`src/rtl/cyc_enc_pkg.sv`:
```
package cyc_enc_pkg;

    localparam int CODE_N   = 7;
    localparam int CODE_K   = 4;
    localparam int CODE_R   = CODE_N - CODE_K;
    localparam logic [CODE_R:0] GEN_POLY = 4'b1011;  // x^3 + x + 1, bit i = coefficient of x^i

    typedef enum logic [1:0] {
        ST_IDLE   = 2'd0,
        ST_DATA   = 2'd1,
        ST_PARITY = 2'd2
    } enc_state_e;

endpackage

```
`src/rtl/cyc_div_lfsr.sv`:
```
module cyc_div_lfsr #(
    parameter int               PAR_W = 3,
    parameter logic [PAR_W:0]   GEN   = 4'b1011
) (
    input  logic clk,
    input  logic rst_n,
    input  logic clear_i,
    input  logic feed_i,
    input  logic shift_i,
    input  logic bit_i,
    output logic msb_o
);

    logic [PAR_W-1:0] rem_q;
    logic [PAR_W-1:0] rem_feed;
    logic [PAR_W-1:0] rem_shift;
    logic             fb;

    // Message enters at the feedback point: implicit multiply by x^PAR_W
    assign fb = bit_i ^ rem_q[PAR_W-1];

    for (genvar i = 0; i < PAR_W; i++) begin : g_stage
        if (i == 0) begin : g_first
            assign rem_feed[i]  = GEN[0] & fb;
            assign rem_shift[i] = 1'b0;
        end else begin : g_rest
            assign rem_feed[i]  = rem_q[i-1] ^ (GEN[i] & fb);
            assign rem_shift[i] = rem_q[i-1];
        end
    end

    always_ff @(posedge clk or negedge rst_n) begin
        if (!rst_n) begin
            rem_q <= '0;
        end else if (clear_i) begin
            rem_q <= '0;
        end else if (feed_i) begin
            rem_q <= rem_feed;
        end else if (shift_i) begin
            rem_q <= rem_shift;
        end
    end

    assign msb_o = rem_q[PAR_W-1];

    // a frame opens with an empty remainder
    assert_clear_zero_R2: assert property (@(posedge clk) disable iff (!rst_n)
        clear_i |=> (rem_q == '0));

    // with feedback off, the register moves one place toward the output
    assert_shift_plain_R4: assert property (@(posedge clk) disable iff (!rst_n)
        (shift_i && !feed_i && !clear_i) |=> (rem_q[PAR_W-1:1] == $past(rem_q[PAR_W-2:0])));

    // only one operation per cycle on the register
    assert_one_op_R4: assert property (@(posedge clk) disable iff (!rst_n)
        $onehot0({clear_i, feed_i, shift_i}));

endmodule

```
`src/rtl/cyc_frame_ctrl.sv`:
```
module cyc_frame_ctrl
    import cyc_enc_pkg::*;
#(
    parameter int MSG_K = 4,
    parameter int PAR_W = 3
) (
    input  logic       clk,
    input  logic       rst_n,
    input  logic       start_i,
    input  logic       din_valid_i,
    output enc_state_e state_o,
    output logic       clear_o,
    output logic       accept_o,
    output logic       shift_o,
    output logic       last_o
);

    localparam int MAXC  = (MSG_K > PAR_W) ? MSG_K : PAR_W;
    localparam int CNT_W = $clog2(MAXC + 1);
    localparam logic [CNT_W-1:0] DATA_END = CNT_W'(MSG_K - 1);
    localparam logic [CNT_W-1:0] PAR_END  = CNT_W'(PAR_W - 1);

    enc_state_e       state_q, state_d;
    logic [CNT_W-1:0] cnt_q, cnt_d;

    // State register
    always_ff @(posedge clk or negedge rst_n) begin
        if (!rst_n) begin
            state_q <= ST_IDLE;
            cnt_q   <= '0;
        end else begin
            state_q <= state_d;
            cnt_q   <= cnt_d;
        end
    end

    // Transitions
    always_comb begin
        state_d = state_q;
        cnt_d   = cnt_q;
        unique case (state_q)
            ST_IDLE: begin
                if (start_i) begin
                    state_d = ST_DATA;
                    cnt_d   = '0;
                end
            end
            ST_DATA: begin
                if (din_valid_i) begin
                    if (cnt_q == DATA_END) begin
                        state_d = ST_PARITY;
                        cnt_d   = '0;
                    end else begin
                        cnt_d = cnt_q + 1'b1;
                    end
                end
            end
            ST_PARITY: begin
                if (cnt_q == PAR_END) begin
                    state_d = ST_IDLE;
                    cnt_d   = '0;
                end else begin
                    cnt_d = cnt_q + 1'b1;
                end
            end
            default: begin
                state_d = ST_IDLE;
                cnt_d   = '0;
            end
        endcase
    end

    // Outputs
    always_comb begin
        clear_o  = 1'b0;
        accept_o = 1'b0;
        shift_o  = 1'b0;
        last_o   = 1'b0;
        unique case (state_q)
            ST_IDLE:   clear_o  = start_i;
            ST_DATA:   accept_o = din_valid_i;
            ST_PARITY: begin
                shift_o = 1'b1;
                last_o  = (cnt_q == PAR_END);
            end
            default: ;
        endcase
    end

    assign state_o = state_q;

    // a stall holds both the phase and the bit count
    assert_stall_hold_R3: assert property (@(posedge clk) disable iff (!rst_n)
        (state_q == ST_DATA && !din_valid_i) |=> (state_q == ST_DATA && $stable(cnt_q)));

    // parity shifting runs without interruption until the last bit
    assert_parity_run_R4: assert property (@(posedge clk) disable iff (!rst_n)
        (state_q == ST_PARITY && cnt_q != PAR_END) |=> (state_q == ST_PARITY));

    // start inside the data phase never aborts the frame
    assert_start_ignored_R7: assert property (@(posedge clk) disable iff (!rst_n)
        (state_q == ST_DATA && start_i) |=> (state_q != ST_IDLE));

    // leaving PARITY always lands in IDLE
    assert_parity_exit_R6: assert property (@(posedge clk) disable iff (!rst_n)
        (state_q == ST_PARITY && cnt_q == PAR_END) |=> (state_q == ST_IDLE));

endmodule

```
`src/rtl/cyc_out_switch.sv`:
```
module cyc_out_switch (
    input  logic accept_i,
    input  logic shift_i,
    input  logic last_i,
    input  logic din_i,
    input  logic par_bit_i,
    output logic code_out_o,
    output logic code_valid_o,
    output logic done_o
);

    always_comb begin
        if (shift_i) begin
            code_out_o = par_bit_i;
        end else if (accept_i) begin
            code_out_o = din_i;
        end else begin
            code_out_o = 1'b0;
        end
        code_valid_o = accept_i | shift_i;
        done_o       = last_i;
    end

endmodule

```
`src/rtl/cyc_serial_encoder.sv`:
```
module cyc_serial_encoder
    import cyc_enc_pkg::*;
#(
    parameter int              MSG_K = CODE_K,
    parameter int              PAR_W = CODE_R,
    parameter logic [PAR_W:0]  GEN   = GEN_POLY
) (
    input  logic clk,
    input  logic rst_n,
    input  logic start,
    input  logic din_valid,
    input  logic din,
    output logic code_out,
    output logic code_valid,
    output logic cw_done
);

    enc_state_e state;
    logic       clear, accept, shift, last, par_bit;

    cyc_frame_ctrl #(
        .MSG_K (MSG_K),
        .PAR_W (PAR_W)
    ) u_ctrl (
        .clk         (clk),
        .rst_n       (rst_n),
        .start_i     (start),
        .din_valid_i (din_valid),
        .state_o     (state),
        .clear_o     (clear),
        .accept_o    (accept),
        .shift_o     (shift),
        .last_o      (last)
    );

    cyc_div_lfsr #(
        .PAR_W (PAR_W),
        .GEN   (GEN)
    ) u_div (
        .clk     (clk),
        .rst_n   (rst_n),
        .clear_i (clear),
        .feed_i  (accept),
        .shift_i (shift),
        .bit_i   (din),
        .msb_o   (par_bit)
    );

    cyc_out_switch u_sw (
        .accept_i     (accept),
        .shift_i      (shift),
        .last_i       (last),
        .din_i        (din),
        .par_bit_i    (par_bit),
        .code_out_o   (code_out),
        .code_valid_o (code_valid),
        .done_o       (cw_done)
    );

    // nothing leaves the block while it waits for a frame
    assert_idle_quiet_R1: assert property (@(posedge clk) disable iff (!rst_n)
        (state == ST_IDLE) |-> (!code_valid && !cw_done));

    // accepted message bits pass straight through in the same cycle
    assert_passthru_R3: assert property (@(posedge clk) disable iff (!rst_n)
        (state == ST_DATA && din_valid) |-> (code_valid && code_out == din));

    // done is a single-cycle pulse that ends the frame
    assert_done_single_R6: assert property (@(posedge clk) disable iff (!rst_n)
        cw_done |=> (!cw_done && state == ST_IDLE));

    // done only ever accompanies a valid parity bit
    assert_done_valid_R6: assert property (@(posedge clk) disable iff (!rst_n)
        cw_done |-> (code_valid && state == ST_PARITY));

endmodule

```
`config.mk`:
```
export PLATFORM = sky130hd
export DESIGN_NAME = cyc_serial_encoder
export DESIGN_NICKNAME = d
export VERILOG_FILES = /design/src/rtl/cyc_enc_pkg.sv /design/src/rtl/cyc_div_lfsr.sv /design/src/rtl/cyc_frame_ctrl.sv /design/src/rtl/cyc_out_switch.sv /design/src/rtl/cyc_serial_encoder.sv
export SDC_FILE = /design/constraint.sdc
export NUM_CORES = 1
export LEC_CHECK = 0
export ABC_AREA = 1
export CAP_MARGIN = 0
export CORE_AREA = 2 2 39 41
export CTS_BUF_LIST = sky130_fd_sc_hd__clkbuf_4
export DETAILED_ROUTE_END_ITERATION = 12
export DIE_AREA = 0 0 41 43
export PLACE_DENSITY = 0.66
export RECOVER_POWER = 100
export SYNTH_ARGS = -nofsm -noshare
export SYNTH_HDL_FRONTEND = slang
export SYNTH_SLANG_ARGS = --single-unit
```
`constraint.sdc`:
```
create_clock -name clk -period 2.9 [get_ports clk]
set_input_delay 0.58 -clock clk [delete_from_list [all_inputs] [get_ports clk]]
set_output_delay 0.58 -clock clk [all_outputs]
set_load 0.01 [all_outputs]
```
==> results.sh, run 1 <==
export IMPL_path_buf_inv=3
export IMPL_worst_setup_path_end_kind="output port"
export IMPL_p_per_area_mw_per_mm2=774
export IMPL_slowest_delay_ns=0.55
export IMPL_vias=459
export IMPL_worst_pin_slew_ns=0.793
export IMPL_clockRootBuffer="clkbuf_4"
export IMPL_die_w_um=41
export IMPL_final_hold_viol_count=0
export IMPL_drive_gt1_share_pct=10.7
export IMPL_post_cts_setup_buffers=0
export IMPL_use_met3_pct=3.14
export IMPL_path_clk_slew_ns=0.05
export IMPL_critical_path_arrival_ns=2.00
export IMPL_cp_max_fo=5
export IMPL_h_tree_depth=1
export IMPL_cpLargestDelayFamily="buffers and inverters"
export IMPL_fin_setup_tns_ns=0
export IMPL_hold_class="reg2reg"
export IMPL_grt_pass1_wl_um=1520
export IMPL_io_buffers=7
export IMPL_gp_congestion=0.710
export IMPL_grt_overflow_total=0
export IMPL_fin_nets=99
export IMPL_max_freq_mhz=387
export IMPL_first_pass_iters=4
export IMPL_grt_pass1_vias=406
export IMPL_power_leakage_uw=0.000359
export IMPL_antenna_found_initial=0
export IMPL_dieArea_mm2=0.00176
export IMPL_die_h_um=43
export IMPL_viasPerCell=4.59
export IMPL_use_met1_pct=15.1
export IMPL_layout_common_cells="22 x nand2_1, 14 x inv_1, 8 x ha_1, 8 x dfrtp_1, 6 x o21ai_0"
export IMPL_grt_usage_pct=13.4
export IMPL_yosysTopAreaCell="dfrtp_1"
export IMPL_setup_viol_count_final=0
export IMPL_final_common_cell="nand2_1"
export IMPL_crit_chain="inv_1 > ha_1 > nand2_1 > inv_1 > nand3_1 > o21ai_0 > clkdlybuf4s50_1"
export IMPL_drt_iter0_markers=5
export IMPL_ys_seq_area_share_pct=34.7
export IMPL_fin_ws_ns=0.316
export IMPL_min_period_ns=2.58
export IMPL_drcViolationCount=0
export IMPL_rsz0062_at_grt="false"
export IMPL_routed_wl_um=932
export IMPL_fin_crit_sh_pct=89.1
export IMPL_critPathMostFrequentCell="inv_1"
export IMPL_rows=14
export IMPL_worstPathRequired_ns=2.32
export IMPL_p_total_uw=523
export IMPL_cts_tree="built"
export IMPL_diodes=0
export IMPL_yosysWarnings=0
export IMPL_ir_drop_uv=472
export IMPL_area_growth_pct=17.1
export IMPL_insertion_delay_ns=0.25
export IMPL_crit_path_start_kind="flop"
export IMPL_initial_core_util_pct=41.7
export IMPL_grt_busiest_layer="met2"
export IMPL_crit_type="reg2out"
export IMPL_final_max_slew_violation_count=0
export IMPL_core_mm2=0.00138
export IMPL_crit_slowest_cell="clkdlybuf4s50_1"
export IMPL_grt_max_degree=9
export IMPL_synth_avg_cell_area_um2=7.79
export IMPL_syn_cell_area_um2=577
export IMPL_synthTopCellsByArea="dfrtp_1 35%, ha_1 17%, nand2_1 14%"
export IMPL_ys_seq_elements=8
export IMPL_ctsHoldBuffers=0
export IMPL_clock_skew_ns=0.00662
export IMPL_syn_inst=74
export IMPL_cap_violations=0
export IMPL_ctsResizeCount=0
export IMPL_status="complete, no violations"
export IMPL_synth_nets=87
export IMPL_use_met2_pct=20.6
export IMPL_hpwl_um=771
export IMPL_cts_made_buffers=3
export IMPL_num_io_pins=8
export IMPL_wire_per_inst_um=9.32
export IMPL_relSlewSlack_pct=46.6
export IMPL_cts_max_path_buffers=2
export IMPL_synth_top_cell_area_share_pct=34.7
export IMPL_synth_cell_types=18
export IMPL_antenna_left=0
export IMPL_preCtsSetupSlack_ns=0.385
export IMPL_cts_sinks=8
[layout make-up]
type	instances	area (um2)
inverter	16	60.1
timing repair buffer	7	70.1
clock buffer	3	22.5
multi-input combinational	50	303
tap	16	20.0
sequential	8	200
fill	139	708
[cell families (layout without fill, tap and decap cells)]
group	Yosys count	in the layout	share of synthesized area [%]
AOI/OAI and AO/OA	7	7	8.24
and+or+nand+nor	35	35	29.3
DFF	8	8	34.7
adders and majority gates	8	8	17.4
buffers and inverters	16	26	10.4
[routing by layer]
layer | part of all wire, % | vias up
met1 | 47 | 202
met5 | 0 | -
li1 | - | 248
met4 | 1.8 | 0
met3 | 3.6 | 2
met2 | 47 | 7
[worst register-to-register path: stages, from the launching register on]
cell,delay (ns)
dfrtp_1,0.37
inv_1,0.12
ha_1,0.19
inv_1,0.04
o21ai_0,0.62
nor2_2,0.09
nand3b_1,0.13
nand2_1,0.06
[metrics by stage]
| stage | utilization, % | cell area, um2 | hold slack, ns | cells |
|---|---|---|---|---|
| after floorplan | - | 577 | 0.284 | 74 |
| after global placement | 48.2 | 667 | 0.497 | 97 |
| after detailed placement | 48.2 | 667 | 0.502 | 97 |
| after CTS | 49.8 | 689 | 0.514 | 100 |
| after global routing | 48.8 | 676 | 0.541 | 100 |
| final | 48.8 | 676 | 0.501 | 100 |
[report_power, final]
group / switching, uW / internal [uW]
clock network: 33.2 / 47.0
logic: 173 / 103
registers: 19.1 / 147
total: 226 / 297
[path summary, 6_finish.rpt]
path                                   startpoint               to  slack, ns  depth (start not counted)
worst min register to register     u_div.rem_q[1]   u_div.rem_q[2]       0.50                          2
worst max-delay path            u_ctrl.state_o[1]         code_out       0.32                          7
min in group asynchronous                   rst_n  u_ctrl.cnt_q[2]       0.68                          1
max in group asynchronous                   rst_n   u_div.rem_q[2]       1.96                          1
worst max register to register  u_ctrl.state_o[1]  u_ctrl.cnt_q[1]       1.17                          7
worst min-delay path               u_div.rem_q[1]   u_div.rem_q[2]       0.50                          2
[state kept, by name, summed over array words and instances, names as in the netlist]
signal	cells
u_div.rem_q	3
u_ctrl.cnt_q	3
u_ctrl.state_o	2
[cell usage after synthesis]
library cell / instances
nand3_1: 4
nand3_2: 1
o22ai_1: 1
nor2_4: 1
nand2_1: 21
clkinv_1: 1
o21ai_4: 1
o21ai_1: 2
nand4_1: 2
nand3b_1: 1
o21ai_0: 3
inv_2: 2
nand2_2: 3
ha_1: 8
inv_1: 13
nor2_1: 1
dfrtp_1: 8
nor2_2: 1
Power figures use the tool's default switching activity.
==> run 2: changes to the inputs <==
Settings changed: CAP_MARGIN 0 to default, PLACE_DENSITY 0.66 to default, PLACE_DENSITY_LB_ADDON from default to 0.1, SKIP_LAST_GASP from default to 1.
==> run 2 against run 1 <==
Effect of this change:
- combinational power grew 3%
- cell count stayed put
- worst setup slack improved by 0.010 ns
- critical path depth down 1
- count of clock-buffer cells in the layout did not move
- die area stayed put
- sequential share of layout area shrank 0.11 points
- fmax rose by 0.40%
- global-route usage is 1.5 points higher
- critical path type is now in2out
- highest routed layer unchanged
==> results.sh, run 2 (synthesized netlist as in run 1, its figures left out) <==
export IMPL_p_per_area_mw_per_mm2=784
export IMPL_hpwl_um=819
export IMPL_p_total_uw=532
export IMPL_fin_nets=99
export IMPL_rsz0062_at_grt="false"
export IMPL_ctsHoldBuffers=0
export IMPL_relSlewSlack_pct=44.3
export IMPL_cts_sinks=8
export IMPL_viasPerCell=4.73
export IMPL_worstPathRequired_ns=2.32
export IMPL_grt_pass1_vias=450
export IMPL_fin_crit_sh_pct=88.7
export IMPL_slowest_delay_ns=0.61
export IMPL_routed_wl_um=1040
export IMPL_cts_made_buffers=3
export IMPL_drive_gt1_share_pct=13.1
export IMPL_grt_overflow_total=0
export IMPL_worst_pin_slew_ns=0.826
export IMPL_crit_path_start_kind="primary input"
export IMPL_first_pass_iters=2
export IMPL_seq_area_um2=200
export IMPL_min_period_ns=2.57
export IMPL_final_cells=100
export IMPL_critical_path_arrival_ns=1.99
export IMPL_path_clk_slew_ns=0.05
export IMPL_grt_usage_pct=14.9
export IMPL_drcViolationCount=0
export IMPL_antenna_left=0
export IMPL_max_freq_mhz=389
export IMPL_gp_congestion=0.775
export IMPL_hold_class="reg2reg"
export IMPL_num_io_pins=8
export IMPL_status="complete, no violations"
export IMPL_insertion_delay_ns=0.25
export IMPL_cts_max_path_buffers=2
export IMPL_ir_drop_uv=408
export IMPL_cp_endpoint="code_out"
export IMPL_drt_iter0_markers=4
export IMPL_ctsResizeCount=0
export IMPL_dp_cells=97
export IMPL_worst_r2r_cell_count=7
export IMPL_r2r_slack_ns=1.14
export IMPL_clockRootBuffer="clkbuf_4"
export IMPL_initial_core_util_pct=41.7
export IMPL_final_common_cell="nand2_1"
export IMPL_cts_tree="built"
export IMPL_post_cts_setup_buffers=0
export IMPL_io_buffers=7
export IMPL_diodes=0
export IMPL_wire_per_inst_um=10.4
export IMPL_grt_max_degree=9
export IMPL_fin_util_pct=49.0
export IMPL_reg2reg_from="u_ctrl.state_o[0]"
export IMPL_core_mm2=0.00138
export IMPL_nFillCells=149
export IMPL_rows=14
export IMPL_crit_type="in2out"
export IMPL_layout_common_cells="21 x nand2_1, 13 x inv_1, 8 x ha_1, 8 x dfrtp_1, 6 x o21ai_0"
export IMPL_grt_pass1_wl_um=1720
export IMPL_crit_slowest_cell="dlygate4sd3_1"
export IMPL_dieArea_mm2=0.00176
export IMPL_worst_setup_path_end_kind="output port"
export IMPL_vias=473
export IMPL_hold_slack_ns=0.512
export IMPL_clock_skew_ns=0.00373
export IMPL_fin_setup_tns_ns=0
export IMPL_holdPathStages=2
export IMPL_crit_chain="clkdlybuf4s50_1 > nand2_2 > inv_2 > nand3_1 > o21ai_0 > dlygate4sd3_1"
export IMPL_area_growth_pct=17.6
export IMPL_multiInputGateArea_um2=305
export IMPL_cap_violations=0
export IMPL_final_hold_viol_count=0
export IMPL_cp_max_fo=4
export IMPL_final_max_slew_violation_count=0
export IMPL_critPathLaunch="din_valid"
export IMPL_antenna_found_initial=0
export IMPL_die_w_um=41
export IMPL_setup_viol_count_final=0
export IMPL_die_h_um=43
export IMPL_rr_endpoint="u_ctrl.cnt_q[1]"
export IMPL_h_tree_depth=1
export IMPL_power_leakage_uw=0.000360
-- run 2: changes by cell type in the layout (fill, tap and decap cells not counted) --
cell and change:
clkdlybuf4s50_1 -2, dlygate4sd3_1 +2, inv_1 -1, inv_2 +1
nand2_1 -1, nand2_2 +1
-- run 2: worst min-delay path by stage --
stage,startpoint,to,slack [ns]
finish,u_div.rem_q[1],u_div.rem_q[2],0.51
global route,u_ctrl.cnt_q[0],u_ctrl.cnt_q[0],0.53
detailed placement,u_div.rem_q[1],u_div.rem_q[2],0.49
global placement,u_div.rem_q[1],u_div.rem_q[2],0.50
CTS,u_div.rem_q[1],u_div.rem_q[2],0.51
floorplan,rst_n,u_ctrl.cnt_q[0],0.28
-- run 2: final cells by class --
class	count	area share [%]
Multi-Input combinational cell	50	45.0
Sequential cell	8	29.5
Timing Repair Buffer	7	10.3
Inverter	16	8.86
Clock buffer	3	3.32
Tap cell	16	2.95
-- run 2: through the flow --
stage	worst slack, ns	cell area [um2]
5_1_grt	0.214	678
3_3_place_gp	0.401	667
2_1_floorplan	1.28	577
4_1_cts	0.380	689
3_5_place_dp	0.388	667
6_report	0.326	678
-- run 2: worst max-delay path, delay by kind of cell --
| family | cells | cell delay (ns) |
|---|---|---|
| compound gates | 1 | 0.07 |
| simple gates | 2 | 0.15 |
| buf+inv | 3 | 1.18 |
-- run 2: power by group --
part / leakage [uW] / internal [uW] / total, uW / switching [uW]
registers: 0.000107 / 147 / 165 / 17.9
logic: 0.000239 / 102 / 283 / 181
clock network: 0.0000138 / 47.3 / 84.4 / 37.1
total: 0.000360 / 296 / 532 / 236
-- run 2: routing by layer --
metal / GRT usage (%) / part of all wire [%] / vias to the layer above
met5: 0 / 0 / -
met4: 10.0 / 3.2 / 0
met3: 1.57 / 3.1 / 4
met2: 24.4 / 47 / 8
met1: 16.9 / 46 / 211
li1: - / - / 250
==> run 3: changes to the inputs <==
==> constraint.sdc (replaced) <==
create_clock -name clk -period 2.9 [get_ports clk]
set_input_delay 0.58 -clock clk [delete_from_list [all_inputs] [get_ports clk]]
set_output_delay 0.58 -clock clk [all_outputs]
set_load 0.1 [all_outputs]
==> run 3 against run 2 <==
Effect of this change:
- non-clock buffer count did not move
- via count is 2.3% higher
- sequential share of layout area up 0.11 points
- worst setup slack gained 0.10 ns
- largest cell class unchanged
- fmax is 4.2% higher
- first-iteration DRC count unchanged
- cell count unchanged
==> results.sh, run 3 (synthesized netlist as in run 1, its figures left out) <==
export IMPL_pwr_share_comb_pct=59.8
export IMPL_dieArea_mm2=0.00176
export IMPL_reg2reg_from="u_ctrl.state_o[0]"
export IMPL_swShare_pct=50.0
export IMPL_routed_wl_um=1010
export IMPL_insertion_delay_ns=0.26
export IMPL_drcViolationCount=0
export IMPL_r2r_slack_ns=1.13
export IMPL_fin_crit_sh_pct=85.2
export IMPL_rows=14
export IMPL_fin_util_pct=48.8
export IMPL_post_cts_setup_buffers=0
export IMPL_grt_overflow_total=0
export IMPL_critical_path_arrival_ns=1.89
export IMPL_worst_setup_path_end_kind="output port"
export IMPL_cts_max_path_buffers=2
export IMPL_rsz0062_at_grt="false"
export IMPL_core_mm2=0.00138
export IMPL_area_growth_pct=17.1
export IMPL_drt_met1_wl_um=425
export IMPL_wire_per_inst_um=10.1
export IMPL_min_period_ns=2.47
export IMPL_relSlewSlack_pct=42.5
export IMPL_placed_cell_area_um2=684
export IMPL_grt_pass1_wl_um=1740
export IMPL_crit_type="reg2out"
export IMPL_hold_class="reg2reg"
export IMPL_final_cells=100
export IMPL_gp_congestion=0.698
export IMPL_antenna_left=0
export IMPL_ir_drop_uv=502
export IMPL_top_layer_used="met4"
export IMPL_final_cell_area_um2=676
export IMPL_antenna_found_initial=0
export IMPL_ctsResizeCount=0
export IMPL_drt_iter0_markers=4
export IMPL_viasPerCell=4.84
export IMPL_cts_tree="built"
export IMPL_fin_setup_tns_ns=0
export IMPL_clock_skew_ns=0.00769
export IMPL_io_buffers=7
export IMPL_vias=484
export IMPL_hpwl_um=824
export IMPL_final_hold_viol_count=0
export IMPL_clockRootBuffer="clkbuf_4"
export IMPL_cap_violations=0
export IMPL_layout_common_cells="22 x nand2_1, 13 x inv_1, 8 x ha_1, 8 x dfrtp_1"
export IMPL_grt_usage_pct=15.3
export IMPL_cp_max_fo=5
export IMPL_status="complete, no violations"
export IMPL_grt_pass1_vias=457
export IMPL_final_common_cell="nand2_1"
export IMPL_max_freq_mhz=405
export IMPL_first_pass_iters=2
export IMPL_die_h_um=43
export IMPL_rr_endpoint="u_ctrl.cnt_q[1]"
export IMPL_wl_met2_um=502
export IMPL_dp_cells=97
export IMPL_grt_max_degree=9
export IMPL_p_int_uw=314
export IMPL_p_per_area_mw_per_mm2=930
export IMPL_min_from="u_ctrl.cnt_q[0]"
export IMPL_crit_path_start_kind="flop"
export IMPL_h_tree_depth=1
export IMPL_initial_core_util_pct=41.7
export IMPL_ctsHoldBuffers=0
export IMPL_hold_slack_ns=0.512
export IMPL_num_io_pins=8
export IMPL_holdPathEnd="u_ctrl.cnt_q[0]"
export IMPL_fin_nets=99
export IMPL_pwr_share_clk_pct=13.9
export IMPL_cts_sinks=8
export IMPL_final_max_slew_violation_count=0
export IMPL_die_w_um=41
export IMPL_setup_viol_count_final=0
export IMPL_p_switching_uw=314
export IMPL_power_leakage_uw=0.000359
export IMPL_worst_r2r_cell_count=7
export IMPL_diodes=0
export IMPL_path_clk_slew_ns=0.05
export IMPL_dr_wl_met3_um=74
export IMPL_seqPwrFrac_pct=26.3
export IMPL_worstPathRequired_ns=2.32
export IMPL_worst_pin_slew_ns=0.854
export IMPL_cts_made_buffers=3
export IMPL_holdPathStages=2
export IMPL_drive_gt1_share_pct=15.5
[run 3: cell types whose count changed in the layout (fill, tap and decap cells not counted), sizes merged]
cell and delta:
clkbuf +2, buf +1, dlygate4sd3 -3
[run 3: final cells by class]
type	count	area (um2)
clock buffers	3	22.5
well taps	16	20.0
repair buffers	7	70.1
fillers	140	708
flip-flops and latches	8	200
multi-input cells	50	303
inverters	16	60.1
[run 3: metal layers]
metal,track usage (%),vias up
li1,-,251
met1,14.8,222
met2,24.7,9
met3,9.42,2
met4,6.00,0
met5,0,-
[run 3: worst max path at each step]
stage,from,to,slack [ns],cells after the start
2_1_floorplan,u_ctrl.state_o[0],code_out,0.23,4
3_3_place_gp,din_valid,code_out,0.66,6
3_5_place_dp,din_valid,code_out,0.65,6
4_1_cts,u_ctrl.state_o[1],code_out,0.64,7
5_1_grt,u_ctrl.state_o[1],code_out,0.26,7
6_report,u_ctrl.state_o[1],code_out,0.43,7
[run 3: worst max-delay path, cell delays in order, from the launching register on]
cell and delay (ns):
dfrtp_1 0.37, inv_1 0.12, ha_1 0.28, nand2_1 0.16
inv_2 0.10, nand3_1 0.06, o21ai_1 0.08, clkbuf_2 0.47
[run 3: power groups by stage]
stage | combinational (uW) | clock, uW | sequential, uW
floorplan | 307 | 0 | 163
global placement | 406 | 0 | 167
detailed placement | 410 | 0 | 167
CTS | 410 | 93.0 | 165
global route | 422 | 98.2 | 170
finish | 376 | 87.1 | 165
[run 3: per-stage QoR]
stage          setup slack [ns]  power, uW
2_1_floorplan             0.230        470
3_3_place_gp              0.662        572
3_5_place_dp              0.650        577
4_1_cts                   0.636        668
5_1_grt                   0.260        690
6_report                  0.429        628
